==> src/rtl/prio_rr_arb_pkg.sv <==
package prio_rr_arb_pkg;

    typedef enum logic {
        ARB_IDLE = 1'b0,
        ARB_HOLD = 1'b1
    } arb_state_e;

    // Output queue admission: room left and urgency high enough for the fill level.
    function automatic logic queue_admits(input int unsigned prio,
                                          input int unsigned fill,
                                          input int unsigned depth,
                                          input int unsigned slack);
        return (fill < depth) && ((prio + slack) >= fill);
    endfunction

    // Index one past idx, wrapping at n.
    function automatic int unsigned wrap_next(input int unsigned idx,
                                              input int unsigned n);
        return (idx + 1 >= n) ? 0 : idx + 1;
    endfunction

endpackage

==> src/rtl/prio_level_filter.sv <==
module prio_level_filter
    import prio_rr_arb_pkg::*;
#(
    parameter int N_REQ   = 8,
    parameter int PRIO_W  = 2,
    parameter int FILL_W  = 4,
    parameter int Q_DEPTH = 8,
    parameter int SLACK   = 4
) (
    input  logic [N_REQ-1:0]        valid_i,
    input  logic [N_REQ-1:0]        match_i,
    input  logic [N_REQ*PRIO_W-1:0] prio_i,
    input  logic [FILL_W-1:0]       fill_i,
    output logic [N_REQ-1:0]        top_mask_o
);

    logic [PRIO_W-1:0] lvl [N_REQ];
    logic [N_REQ-1:0]  admitted;
    logic [PRIO_W-1:0] best_lvl;

    for (genvar g = 0; g < N_REQ; g++) begin : g_req
        assign lvl[g]      = prio_i[g*PRIO_W +: PRIO_W];
        assign admitted[g] = valid_i[g] && match_i[g] &&
                             queue_admits(32'(lvl[g]), 32'(fill_i), Q_DEPTH, SLACK);
    end

    always_comb begin
        best_lvl = '0;
        for (int i = 0; i < N_REQ; i++) begin
            if (admitted[i] && (lvl[i] > best_lvl)) begin
                best_lvl = lvl[i];
            end
        end
    end

    always_comb begin
        for (int i = 0; i < N_REQ; i++) begin
            top_mask_o[i] = admitted[i] && (lvl[i] == best_lvl);
        end
    end

endmodule

==> src/rtl/rr_pointer_pick.sv <==
module rr_pointer_pick #(
    parameter int N_REQ = 8,
    parameter int IDX_W = 3
) (
    input  logic [N_REQ-1:0] mask_i,
    input  logic [IDX_W-1:0] ptr_i,
    output logic [N_REQ-1:0] pick_o,
    output logic [IDX_W-1:0] pick_idx_o,
    output logic             found_o
);

    logic [IDX_W-1:0] probe;

    always_comb begin
        pick_o     = '0;
        pick_idx_o = '0;
        found_o    = 1'b0;
        probe      = '0;
        for (int k = 0; k < N_REQ; k++) begin
            probe = IDX_W'((32'(ptr_i) + 32'(k)) % N_REQ);
            if (!found_o && mask_i[probe]) begin
                found_o       = 1'b1;
                pick_o[probe] = 1'b1;
                pick_idx_o    = probe;
            end
        end
    end

endmodule

==> src/rtl/prio_rr_out_arbiter.sv <==
module prio_rr_out_arbiter
    import prio_rr_arb_pkg::*;
#(
    parameter int N_REQ   = 8,
    parameter int PRIO_W  = 2,
    parameter int Q_DEPTH = 8,
    parameter int SLACK   = 4,
    localparam int FILL_W = $clog2(Q_DEPTH + 1),
    localparam int IDX_W  = $clog2(N_REQ)
) (
    input  logic                    clk,
    input  logic                    rst,
    input  logic [N_REQ-1:0]        req_valid,
    input  logic [N_REQ-1:0]        req_dest_match,
    input  logic [N_REQ*PRIO_W-1:0] req_prio,
    input  logic [FILL_W-1:0]       out_fill,
    input  logic                    move_done,
    output logic [N_REQ-1:0]        grant,
    output logic                    push_strobe
);

    arb_state_e       state_q;
    logic [N_REQ-1:0] grant_q;
    logic [IDX_W-1:0] win_idx_q;
    logic [IDX_W-1:0] ptr_q;
    logic             push_q;

    logic [N_REQ-1:0] top_mask;
    logic [N_REQ-1:0] pick;
    logic [IDX_W-1:0] pick_idx;
    logic             pick_found;

    prio_level_filter #(
        .N_REQ  (N_REQ),
        .PRIO_W (PRIO_W),
        .FILL_W (FILL_W),
        .Q_DEPTH(Q_DEPTH),
        .SLACK  (SLACK)
    ) filter_i (
        .valid_i   (req_valid),
        .match_i   (req_dest_match),
        .prio_i    (req_prio),
        .fill_i    (out_fill),
        .top_mask_o(top_mask)
    );

    rr_pointer_pick #(
        .N_REQ(N_REQ),
        .IDX_W(IDX_W)
    ) picker_i (
        .mask_i    (top_mask),
        .ptr_i     (ptr_q),
        .pick_o    (pick),
        .pick_idx_o(pick_idx),
        .found_o   (pick_found)
    );

    always_ff @(posedge clk) begin
        if (rst) begin
            state_q   <= ARB_IDLE;
            grant_q   <= '0;
            win_idx_q <= '0;
            ptr_q     <= '0;
            push_q    <= 1'b0;
        end else begin
            push_q <= 1'b0;
            case (state_q)
                ARB_IDLE: begin
                    if (pick_found) begin
                        state_q   <= ARB_HOLD;
                        grant_q   <= pick;
                        win_idx_q <= pick_idx;
                    end
                end
                ARB_HOLD: begin
                    if (move_done) begin
                        state_q <= ARB_IDLE;
                        grant_q <= '0;
                        ptr_q   <= IDX_W'(wrap_next(32'(win_idx_q), N_REQ));
                        push_q  <= 1'b1;
                    end
                end
                default: state_q <= ARB_IDLE;
            endcase
        end
    end

    assign grant       = grant_q;
    assign push_strobe = push_q;


    grant_onehot_chk: assert property (@(posedge clk) disable iff (rst)
        $onehot0(grant_q));


    grant_hold_chk: assert property (@(posedge clk) disable iff (rst)
        (state_q == ARB_HOLD && !move_done) |=> $stable(grant_q));


    ptr_stable_chk: assert property (@(posedge clk) disable iff (rst)
        !(state_q == ARB_HOLD && move_done) |=> $stable(ptr_q));


    push_after_done_chk: assert property (@(posedge clk) disable iff (rst)
        push_q |-> $past(state_q == ARB_HOLD && move_done));


    full_no_grant_chk: assert property (@(posedge clk) disable iff (rst)
        (state_q == ARB_IDLE && out_fill >= FILL_W'(Q_DEPTH)) |=> (grant_q == '0));

endmodule

==> config.mk <==
export PLATFORM = sky130hd
export DESIGN_NAME = prio_rr_out_arbiter
export DESIGN_NICKNAME = d
export VERILOG_FILES = /design/src/rtl/prio_rr_arb_pkg.sv /design/src/rtl/prio_level_filter.sv /design/src/rtl/rr_pointer_pick.sv /design/src/rtl/prio_rr_out_arbiter.sv
export SDC_FILE = /design/constraint.sdc
export NUM_CORES = 1
export LEC_CHECK = 0
export BUFFER_PORTS_ARGS = -buffer_cell sky130_fd_sc_hd__clkbuf_2
export CAP_MARGIN = 5
export CORE_MARGIN = 1.5
export CORE_UTILIZATION = 55
export CTS_BUF_LIST = sky130_fd_sc_hd__clkbuf_8
export DETAILED_ROUTE_END_ITERATION = 16
export PLACE_DENSITY = 0.76
export SETUP_SLACK_MARGIN = 0.3
export SLEW_MARGIN = 20
export SYNTH_ARGS = -nofsm -noshare
export SYNTH_HDL_FRONTEND = slang
export SYNTH_SLANG_ARGS = --single-unit
==> constraint.sdc <==
create_clock -name clk -period 17.31 [get_ports clk]
set_clock_uncertainty 0.05 [all_clocks]
set_input_delay 0 -clock clk [delete_from_list [all_inputs] [get_ports clk]]
set_output_delay 0 -clock clk [all_outputs]
set_load 0.005 [all_outputs]
==> flow_summary.json <==
{
  "instances_no_fill": 604,
  "routed_wirelength_um": 11500,
  "maxSlewViolCount": 0,
  "grt_pass1_wl_um": 18800,
  "gp_congestion": 1.03,
  "place_hpwl_um": 9060,
  "worstSkewPairLatency_ns": 0.25,
  "final_common_cell": "clkbuf_2",
  "worstHoldEndpoint": "push_strobe",
  "hold_path_depth": 3,
  "wl_per_cell_um": 19.0,
  "h-tree-depth": 1,
  "report.final.setup_viol": 0,
  "clockBufferDepth": 2,
  "cts_resized": 0,
  "hold_start": "move_done",
  "die_w_um": 84.5,
  "grt_pass1_vias": 3989,
  "hold_buffers": 0,
  "required_ns": 17.39,
  "vias": 4236,
  "r2r_slack_ns": 12.05,
  "area_delta_synth_final_pct": 8.40,
  "cts_tree": "yes",
  "cts-root-buf": "clkbuf_8",
  "fmax_mhz": 74.5,
  "start_util_pct": 57.2,
  "ys_seq_elements": 16,
  "die_h_um": 84.5,
  "synth_cells": 496,
  "cp-start-kind": "input port",
  "drc": 0,
  "r2r_cells": 12,
  "antenna_found_initial": 0,
  "async_reset_ff_share_pct": 0,
  "synth_nets": 568,
  "grt_start_max_net_pins": 38,
  "rsz0062_at_grt": "false",
  "cts.clk_slew.worst_paths_ns": 0.06,
  "cts_setup_buffers": 0,
  "status": "complete, no violations",
  "dieArea_um2": 7140,
  "drtAntennaViolNets": 0,
  "syn_area_per_cell_um2": 7.36,
  "dp.cells": 600,
  "arrival_ns": 13.50,
  "drive_above_1_share_pct": 16.7,
  "drt_first_pass_iters": 5,
  "crit_type": "input port to flop",
  "critPathBufInv": 2,
  "finalCritPeriodShare_pct": 77.5,
  "boundaryPins": 48,
  "nets": 600,
  "crit_path_end_kind": "flop",
  "max_slew_margin_pct": 32.2,
  "worstReg2RegStart": "ptr_q[0]",
  "max_stage_delay_ns": 0.76,
  "worst_pin_slew_ns": 1.01,
  "n_antenna_cell": 0,
  "io_buffers": 47,
  "syn_area_um2": 3650,
  "yosys_warnings": 0,
  "cpMostUsedCell": "ha_1",
  "core_area_um2": 6390,
  "leakage_nw": 1.69,
  "timing.setup.tns_ns": 0,
  "worst-path-max-fanout": 13,
  "peakVddDrop_v": 0.000116,
  "synth_edf_count": 0,
  "final_cell_mix": "clkbuf_2 (47), nand2_1 (45), nor2_1 (38)",
  "p_per_area_nw_per_um2": 101,
  "final-hold-violation-count": 0,
  "via_per_inst": 7.01,
  "grt.total_usage_pct": 31.7,
  "fillers": 591,
  "reg2reg_to": "grant[7]",
  "rows": 29,
  "grt_overflow": 0,
  "synthDistinctLibCells": 90,
  "cts_buffers": 3,
  "drv_cap": 0,
  "hold_path.class": "input port to flop",
  "slowest_stage": "nor4_2",
  "ys_seq_area_share_pct": 8.77,
  "crit_family": "simple AND/OR/NAND/NOR gates",
  "fin_crit_ns": 13.42,
  "synth_ff_type": "dfxtp_1",
  "drt-initial-drc-count": 273,
  "clkSinkCount": 16
}
worst max path at each step:
stage               cells after the start  endpoint        start  slack [ns]
finish                                 54  grant[7]  out_fill[0]        3.89
global route                           54  grant[5]  out_fill[0]        3.00
CTS                                    54  grant[1]  out_fill[0]        4.25
detailed placement                     54  grant[1]  out_fill[0]        4.03
global placement                       54  grant[4]  out_fill[0]        4.39
floorplan                              55  grant[3]  out_fill[1]        5.74
cell usage after synthesis (8+ instances only):
master / n / area (um2)
nand2_1: 45 / 169
nor2_1: 38 / 143
ha_1: 33 / 413
inv_1: 26 / 97.6
nand3_1: 22 / 110
a21oi_1: 21 / 105
a211oi_1: 18 / 135
dfxtp_1: 16 / 320
nor3_1: 16 / 80.1
clkbuf_1: 15 / 56.3
nand2b_1: 14 / 87.6
o21ai_0: 13 / 65.1
o211ai_1: 12 / 90.1
and2_1: 10 / 62.6
a211o_1: 9 / 78.8
a21o_1: 9 / 67.6
and3_1: 8 / 50.1
mux2i_1: 8 / 80.1
worst min-delay path, stage by stage:
cell and delay [ns]:
clkbuf_2 0.08, nand2_1 0.12, nor2_1 0.05
final cells by class:
cell class | count | area, um2 | share of cell area, %
Tap cell | 77 | 96.3 | 2.43
Sequential cell | 16 | 320 | 8.09
Clock buffer | 4 | 55.1 | 1.39
Inverter | 28 | 105 | 2.66
Multi-Input combinational cell | 430 | 3130 | 79.1
Timing Repair Buffer | 49 | 250 | 6.32
layer usage:
metal,global-route usage [%],part of all wire (%)
met1,39.5,42
met2,53.7,46
met3,4.72,7.2
met4,15.0,4.6
met5,0,0
power by group:
part | leakage, nW | switching, mW | total (mW) | internal [mW]
sequential | 0.131 | 0.0122 | 0.0620 | 0.0498
combinational | 1.53 | 0.197 | 0.305 | 0.108
clock | 0.0288 | 0.0129 | 0.0331 | 0.0202
total | 1.69 | 0.222 | 0.400 | 0.178
logic make-up after synthesis:
family	after synthesis	share of synthesized area, %
muxes	14	4.73
AOI/OAI and AO/OA	170	37.1
buffers and inverters	50	5.48
adders and majority gates	34	11.6
and+or+nand+nor	205	30.6
xor gates and xnor gates	7	1.68
DFF	16	8.77
stage by stage:
step	total power, mW	setup slack, ns	util [%]	instance area (um2)	hold WS (ns)
2_1_floorplan	0.286	5.74	-	3650	0.133
3_3_place_gp	0.353	4.39	61.1	3900	0.263
6_report	0.400	3.89	62.0	3960	0.000368
4_1_cts	0.391	4.25	62.0	3960	0.00238
3_5_place_dp	0.357	4.03	61.1	3900	0.263
5_1_grt	0.429	3.00	62.0	3960	0.0306
sequential cells by signal, summed over array words and instances (netlist names):
name,cells
ptr_q,3
win_idx_q,3
push_strobe,1
grant,8
state_q,1
No activity file was read; power rests on OpenSTA's default activity.
